[src/rtl/stride_pf_pkg.sv]
package stride_pf_pkg;
  typedef enum logic [1:0] {
    ST_INIT   = 2'd0,
    ST_TRANS  = 2'd1,
    ST_STEADY = 2'd2,
    ST_NOPRED = 2'd3
  } conf_e;

  function automatic conf_e conf_next(conf_e cur, logic same);
    conf_e nxt;
    case (cur)
      ST_INIT:   nxt = same ? ST_STEADY : ST_TRANS;
      ST_TRANS:  nxt = same ? ST_STEADY : ST_NOPRED;
      ST_STEADY: nxt = same ? ST_STEADY : ST_INIT;
      default:   nxt = same ? ST_TRANS  : ST_NOPRED;
    endcase
    return nxt;
  endfunction

  // stride is replaced on a break, except when leaving steady
  function automatic logic take_stride(conf_e cur, logic same);
    return !same && (cur != ST_STEADY);
  endfunction
endpackage

[src/rtl/spf_table.sv]
module spf_table #(
  parameter int ENTRIES = 16,
  parameter int AW      = 32,
  parameter int TAG_W   = 26,
  localparam int IDX_W  = $clog2(ENTRIES)
) (
  input  logic             clk_i,
  input  logic             rst_ni,
  input  logic [IDX_W-1:0] rd_idx_i,
  output logic [TAG_W-1:0] rd_tag_o,
  output logic [AW-1:0]    rd_prev_o,
  output logic [AW-1:0]    rd_stride_o,
  output logic [1:0]       rd_state_o,
  input  logic             wr_en_i,
  input  logic [IDX_W-1:0] wr_idx_i,
  input  logic [TAG_W-1:0] wr_tag_i,
  input  logic [AW-1:0]    wr_prev_i,
  input  logic [AW-1:0]    wr_stride_i,
  input  logic [1:0]       wr_state_i
);
  logic [TAG_W-1:0] tag_q    [ENTRIES];
  logic [AW-1:0]    prev_q   [ENTRIES];
  logic [AW-1:0]    stride_q [ENTRIES];
  logic [1:0]       state_q  [ENTRIES];

  for (genvar g = 0; g < ENTRIES; g++) begin : g_slot
    logic sel;
    assign sel = wr_en_i && (wr_idx_i == IDX_W'(g));
    always_ff @(posedge clk_i or negedge rst_ni) begin
      if (!rst_ni) begin
        tag_q[g]    <= '0;
        prev_q[g]   <= '0;
        stride_q[g] <= '0;
        state_q[g]  <= 2'd0;
      end else if (sel) begin
        tag_q[g]    <= wr_tag_i;
        prev_q[g]   <= wr_prev_i;
        stride_q[g] <= wr_stride_i;
        state_q[g]  <= wr_state_i;
      end
    end
  end

  assign rd_tag_o    = tag_q[rd_idx_i];
  assign rd_prev_o   = prev_q[rd_idx_i];
  assign rd_stride_o = stride_q[rd_idx_i];
  assign rd_state_o  = state_q[rd_idx_i];
endmodule

[src/rtl/spf_update.sv]
module spf_update
  import stride_pf_pkg::*;
#(
  parameter int AW         = 32,
  parameter int TAG_W      = 26,
  parameter int LINE_BYTES = 32,
  localparam int OFF_W     = $clog2(LINE_BYTES)
) (
  input  logic [TAG_W-1:0] pc_tag_i,
  input  logic [AW-1:0]    addr_i,
  input  logic [TAG_W-1:0] ent_tag_i,
  input  logic [AW-1:0]    ent_prev_i,
  input  logic [AW-1:0]    ent_stride_i,
  input  logic [1:0]       ent_state_i,
  output logic [TAG_W-1:0] new_tag_o,
  output logic [AW-1:0]    new_prev_o,
  output logic [AW-1:0]    new_stride_o,
  output logic [1:0]       new_state_o,
  output logic             cand_valid_o,
  output logic [AW-1:0]    cand_line_o
);
  localparam logic [AW-1:0] LINE_MASK = ~AW'(LINE_BYTES - 1);

  logic          hit, same;
  logic [AW-1:0] seen_stride, target;
  conf_e         cur, nxt;

  assign cur         = conf_e'(ent_state_i);
  assign hit         = (ent_tag_i == pc_tag_i) && (ent_tag_i != '0);
  assign seen_stride = addr_i - ent_prev_i;
  assign same        = (seen_stride == ent_stride_i);

  always_comb begin
    new_tag_o  = pc_tag_i;
    new_prev_o = addr_i;
    if (!hit) begin
      nxt          = ST_INIT;
      new_stride_o = '0;
    end else begin
      nxt          = conf_next(cur, same);
      new_stride_o = take_stride(cur, same) ? seen_stride : ent_stride_i;
    end
    new_state_o = nxt;
  end

  assign target       = addr_i + new_stride_o;
  assign cand_line_o  = target & LINE_MASK;
  assign cand_valid_o = (nxt != ST_NOPRED) && (cand_line_o != (addr_i & LINE_MASK));
endmodule

[src/rtl/spf_issue.sv]
module spf_issue #(
  parameter int AW = 32
) (
  input  logic          clk_i,
  input  logic          rst_ni,
  input  logic          cand_valid_i,
  input  logic [AW-1:0] cand_line_i,
  output logic          probe_valid_o,
  output logic [AW-1:0] probe_addr_o,
  input  logic          probe_hit_i,
  output logic          pf_valid_o,
  output logic [AW-1:0] pf_addr_o
);
  logic          probe_q;
  logic [AW-1:0] line_q;

  always_ff @(posedge clk_i or negedge rst_ni) begin
    if (!rst_ni) begin
      probe_q    <= 1'b0;
      line_q     <= '0;
      pf_valid_o <= 1'b0;
      pf_addr_o  <= '0;
    end else begin
      probe_q    <= cand_valid_i;
      if (cand_valid_i) line_q <= cand_line_i;
      pf_valid_o <= probe_q && !probe_hit_i;
      if (probe_q) pf_addr_o <= line_q;
    end
  end

  assign probe_valid_o = probe_q;
  assign probe_addr_o  = line_q;
endmodule

[src/rtl/stride_pf.sv]
module stride_pf #(
  parameter int ENTRIES    = 16,
  parameter int AW         = 32,
  parameter int LINE_BYTES = 32,
  parameter int PC_LSB     = 2
) (
  input  logic          clk_i,
  input  logic          rst_ni,
  input  logic          acc_valid_i,
  output logic          acc_ready_o,
  input  logic [AW-1:0] acc_pc_i,
  input  logic [AW-1:0] acc_addr_i,
  output logic          probe_valid_o,
  output logic [AW-1:0] probe_addr_o,
  input  logic          probe_hit_i,
  output logic          pf_valid_o,
  output logic [AW-1:0] pf_addr_o
);
  localparam int IDX_W = $clog2(ENTRIES);
  localparam int TAG_W = AW - PC_LSB - IDX_W;

  logic [IDX_W-1:0] idx;
  logic [TAG_W-1:0] pc_tag, rd_tag, wr_tag;
  logic [AW-1:0]    rd_prev, rd_stride, wr_prev, wr_stride;
  logic [1:0]       rd_state, wr_state;
  logic             take, cand_valid;
  logic [AW-1:0]    cand_line;
  logic             unused_pc_lsb;

  assign acc_ready_o   = 1'b1;
  assign take          = acc_valid_i && acc_ready_o;
  assign idx           = acc_pc_i[PC_LSB +: IDX_W];
  assign pc_tag        = acc_pc_i[AW-1 -: TAG_W];
  assign unused_pc_lsb = ^acc_pc_i[PC_LSB-1:0];

  spf_table #(.ENTRIES(ENTRIES), .AW(AW), .TAG_W(TAG_W)) u_table (
    .clk_i       (clk_i),
    .rst_ni      (rst_ni),
    .rd_idx_i    (idx),
    .rd_tag_o    (rd_tag),
    .rd_prev_o   (rd_prev),
    .rd_stride_o (rd_stride),
    .rd_state_o  (rd_state),
    .wr_en_i     (take),
    .wr_idx_i    (idx),
    .wr_tag_i    (wr_tag),
    .wr_prev_i   (wr_prev),
    .wr_stride_i (wr_stride),
    .wr_state_i  (wr_state)
  );

  spf_update #(.AW(AW), .TAG_W(TAG_W), .LINE_BYTES(LINE_BYTES)) u_update (
    .pc_tag_i     (pc_tag),
    .addr_i       (acc_addr_i),
    .ent_tag_i    (rd_tag),
    .ent_prev_i   (rd_prev),
    .ent_stride_i (rd_stride),
    .ent_state_i  (rd_state),
    .new_tag_o    (wr_tag),
    .new_prev_o   (wr_prev),
    .new_stride_o (wr_stride),
    .new_state_o  (wr_state),
    .cand_valid_o (cand_valid),
    .cand_line_o  (cand_line)
  );

  spf_issue #(.AW(AW)) u_issue (
    .clk_i         (clk_i),
    .rst_ni        (rst_ni),
    .cand_valid_i  (take && cand_valid),
    .cand_line_i   (cand_line),
    .probe_valid_o (probe_valid_o),
    .probe_addr_o  (probe_addr_o),
    .probe_hit_i   (probe_hit_i),
    .pf_valid_o    (pf_valid_o),
    .pf_addr_o     (pf_addr_o)
  );
endmodule

[config.mk]
export PLATFORM = sky130hd
export DESIGN_NAME = stride_pf
export DESIGN_NICKNAME = d
export VERILOG_FILES = /design/src/rtl/stride_pf_pkg.sv /design/src/rtl/spf_table.sv /design/src/rtl/spf_update.sv /design/src/rtl/spf_issue.sv /design/src/rtl/stride_pf.sv
export SDC_FILE = /design/constraint.sdc
export NUM_CORES = 2
export LEC_CHECK = 0
export ABC_AREA = 1
export BUFFER_PORTS_ARGS = -buffer_cell sky130_fd_sc_hd__buf_2
export CELL_PAD_IN_SITES_DETAIL_PLACEMENT = 0
export CELL_PAD_IN_SITES_GLOBAL_PLACEMENT = 2
export CORE_MARGIN = 2
export CORE_UTILIZATION = 42
export DETAILED_ROUTE_END_ITERATION = 12
export GPL_ROUTABILITY_DRIVEN = 0
export PLACE_DENSITY_LB_ADDON = 0.08
export SLEW_MARGIN = 20
export SYNTH_ARGS = -nofsm -noshare
export SYNTH_HDL_FRONTEND = slang
export SYNTH_SLANG_ARGS = --single-unit
export TNS_END_PERCENT = 30
[constraint.sdc]
create_clock -name clk_i -period 13.99 [get_ports clk_i]
set_input_delay 2.0985 -clock clk_i [delete_from_list [all_inputs] [get_ports clk_i]]
set_output_delay 2.0985 -clock clk_i [all_outputs]
set_load 0.05 [all_outputs]
==> run metrics <==
R2R Path Start u_table.prev_q[488]$_DFFE_PN0P_; Netlist cell types 53; Setup Skew 0.05332 ns; clock transition at the registers of the reported paths 0.06 ns; Routed Antenna Nets 0; share of flip-flops with an asynchronous set or reset 100.0%; HP Class reg -> reg; total track usage 29.03%; sequential share of the synthesized area 52.86%; Worst EP arrival 11.49 ns; Synth Area in Simple Gates 21.01%; area grow syn2layout 10.21%; minimum clock period 10.74 ns; vias in the first global route 58,301; syn_area_per_cell 8.063 µm²; slowest stage delay, CP 0.90 ns; Port-buffer cells 121; # clock sinks 1,528; mapped cell area 72,340 µm²; Final Net Count 8,855; die width 419.0 µm; CP endpoint u_issue.probe_addr_o[31]$_DFFE_PN0P_; CTS HTree Levels 4; # setup viols final 0; Seq cells post-synth 1,528; Initial Util 42.22%; dpl hpwl 145,600 µm; Primary FF master, synth dfrtp_1; DR DRC count 0; slowest stage cell on the critical path nor4_1; largest net degree at the start of global routing 164; number of synthesized flops with an enable pin 0; post-route cell area 79,730 µm²; CP Max Fanout 63; Area after DPL 74,190 µm²; crit path from acc_pc_i[3]; largest family of logic cells by synthesized area simple AND/OR/NAND/NOR gates; compound-gate portion of the synthesized area 18.34%; status complete, no violations; Reg-to-Reg End u_issue.probe_addr_o[31]$_DFFE_PN0P_; num rows 152; number of vias per cell 5.511; Gate Count Post-Synth 8,972; first-pass GRT wire length 385,200 µm; CORE AREA 171,400 µm²; CTS resizes 0; total negative slack 0 ns; share of cells above drive strength 1 6.102%; CTS tree built; post-synthesis adder-cell area fraction 1.135%; footprint of the multi-input gates 29,750 µm²; R2R cell count 38; crit share post-route 76.80%; initial antenna violation count 8; cell count along the critical path 43; r2r setup slk 5.49 ns; total iterations of the first detailed-routing run 6; Rel. slew slack 24.10%; worst-margin pin slew 1.139 ns; XOR/XNOR Fraction of Synth Area 0.3822%; mux share of post-synthesis cell area 0%; cts hold-fix bufs 0; Static Leak 38.18 nW; Max Buffers Root-to-Sink 3; unrepaired setup endpoints after global routing false; FILL cells 17,070; Total Wirelength 255,500 µm; most used cell, CP nand2_1; Final Hold Fails 0; CP Data Required Time 14.74 ns; Max Fclk 0.09308 GHz; CP Buf/Inv Count 7; Post-CTS Setup Bufs 0; DR WL/cell 22.89 µm; Max VDD drop 132.5 µV; die area 175,600 µm²; yosys warns 0; CP top delay family simple AND/OR/NAND/NOR gates; P per Cell Area 145.2 nW/µm²; total CTS buffers 171; Overflow after GRT 0; routed vias 61,511; clock latency on the worst-skew pair 0.85 ns; initial DRC count 6,111; critical path class in -> reg; clk root buf clkbuf_16; Seq. cell area 38,240 µm²; Slew Limit Fails 0; IO Pins 135; Die H 419.0 µm; Startpoint Class primary input; # Max-Cap Violations 0; CP endpoint kind flop
==> cells in the mapped netlist (2+ instances only) <==
library cell | number | area [µm²]
inv_1 | 423 | 1588
and3_1 | 29 | 181.4
buf_12 | 2 | 40.04
nor3_1 | 23 | 115.1
o21a_1 | 10 | 75.07
or4_1 | 3 | 22.52
nand3b_1 | 5 | 37.54
a2111oi_0 | 4 | 35.03
nand2_2 | 7 | 43.79
nor2_2 | 8 | 50.05
buf_4 | 46 | 345.3
xnor2_1 | 6 | 52.55
or2_2 | 5 | 31.28
nor3_2 | 2 | 20.02
clkbuf_1 | 497 | 1866
clkinv_1 | 3 | 11.26
a211oi_1 | 3 | 22.52
nor4_1 | 34 | 212.7
inv_2 | 10 | 37.54
ha_1 | 64 | 800.8
buf_8 | 2 | 30.03
conb_1 | 2 | 7.510
nand4_1 | 31 | 193.9
xor2_1 | 23 | 201.4
nand3_1 | 248 | 1241
buf_2 | 61 | 305.3
buf_1 | 19 | 71.32
o211ai_1 | 5 | 37.54
nand2_1 | 2783 | 10450
o21bai_1 | 3 | 22.52
buf_6 | 18 | 202.7
o22ai_1 | 60 | 375.4
and2_1 | 2 | 12.51
o21ai_0 | 1633 | 8173
o2111ai_1 | 4 | 35.03
o21ai_1 | 37 | 185.2
a22oi_1 | 414 | 3108
inv_4 | 3 | 18.77
nor2_1 | 663 | 2489
dfrtp_1 | 1528 | 38240
a21oi_1 | 235 | 1176
nand2_4 | 3 | 33.78
==> layout by cell type, fill, tap and decap left out, types with 37 or more instances in the layout <==
cell,n
clkbuf_1,47
buf_2,119
o21ai_1,37
dfrtp_1,1528
nor2_1,652
inv_1,418
clkbuf_16,174
a22oi_1,414
a21oi_1,235
o22ai_1,60
nand3_1,248
ha_1,64
buf_4,71
nand2_1,2774
o21ai_0,1633
==> flip-flops by register name (all words and copies together), names as in the netlist <==
signal and cells:
u_table.tag_q 416, u_issue.pf_addr_o 27, u_table.prev_q 512, u_issue.probe_addr_o 27
u_table.stride_q 512, u_table.state_q 32, u_issue.pf_valid_o 1, u_issue.probe_valid_o 1
==> metrics by stage <==
step	util [%]	worst slack, ns	power [mW]	hold slack [ns]	std cells
floorplan	-	5.562	6.526	0.4478	8981
global placement	43.29	2.682	7.129	0.4503	10857
detailed placement	43.29	2.580	7.178	0.4535	10857
CTS	46.51	3.446	11.67	0.4679	11158
global route	46.53	2.679	12.17	0.4855	11160
finish	46.53	3.246	11.58	0.4624	11162
==> how the worst min path moves through the flow <==
stage / startpoint / cells after the start / end / slack (ns)
finish: u_issue.pf_addr_o[10]$_DFFE_PN0P_ / 2 / u_issue.pf_addr_o[10]$_DFFE_PN0P_ / 0.46
floorplan: u_table.stride_q[234]$_DFFE_PN0P_ / 2 / u_table.stride_q[234]$_DFFE_PN0P_ / 0.45
CTS: u_issue.pf_addr_o[28]$_DFFE_PN0P_ / 2 / u_issue.pf_addr_o[28]$_DFFE_PN0P_ / 0.47
global route: u_issue.pf_addr_o[11]$_DFFE_PN0P_ / 2 / u_issue.pf_addr_o[11]$_DFFE_PN0P_ / 0.49
global placement: u_issue.pf_addr_o[18]$_DFFE_PN0P_ / 2 / u_issue.pf_addr_o[18]$_DFFE_PN0P_ / 0.45
detailed placement: u_issue.pf_addr_o[28]$_DFFE_PN0P_ / 2 / u_issue.pf_addr_o[28]$_DFFE_PN0P_ / 0.45
==> final cells by class <==
| type | instances | share of cell area, % |
|---|---|---|
| flip-flops and latches | 1528 | 47.96 |
| multi-input cells | 6368 | 37.32 |
| clock buffers | 248 | 6.148 |
| well taps | 2310 | 3.625 |
| inverters | 439 | 2.164 |
| repair buffers | 214 | 2.027 |
| clock inverters | 53 | 0.7548 |
| diodes | 2 | 0.006277 |
==> tightest hold or removal path, cell delays in order, from the launching register on <==
cell	delay, ns
dfrtp_1	0.33
nand2_1	0.05
nand2_1	0.05
==> power breakdown <==
part	switching (mW)	total (mW)	internal (mW)
clock network	1.89	4.47	2.58
logic	1.23	1.81	0.581
registers	0.296	5.29	5.00
==> cell families (layout without fill, tap and decap cells) <==
kind of cell	after synthesis	in the layout
adder cells (fa/ha/maj)	65	65
other	2	13
XOR/XNOR	30	30
flip-flops	1528	1528
AND/OR/NAND/NOR	3851	3851
AO/OA/AOI/OAI	2411	2411
buffers and inverters	1085	954
==> per-layer routing <==
layer	GRT usage [%]	up-vias	share of wire (%)
li1	-	29088	-
met1	42.00	30313	46
met2	46.55	1808	46
met3	3.269	300	5.4
met4	6.945	2	2.2
met5	0	-	0.0051
No activity file was read; power rests on OpenSTA's default activity.
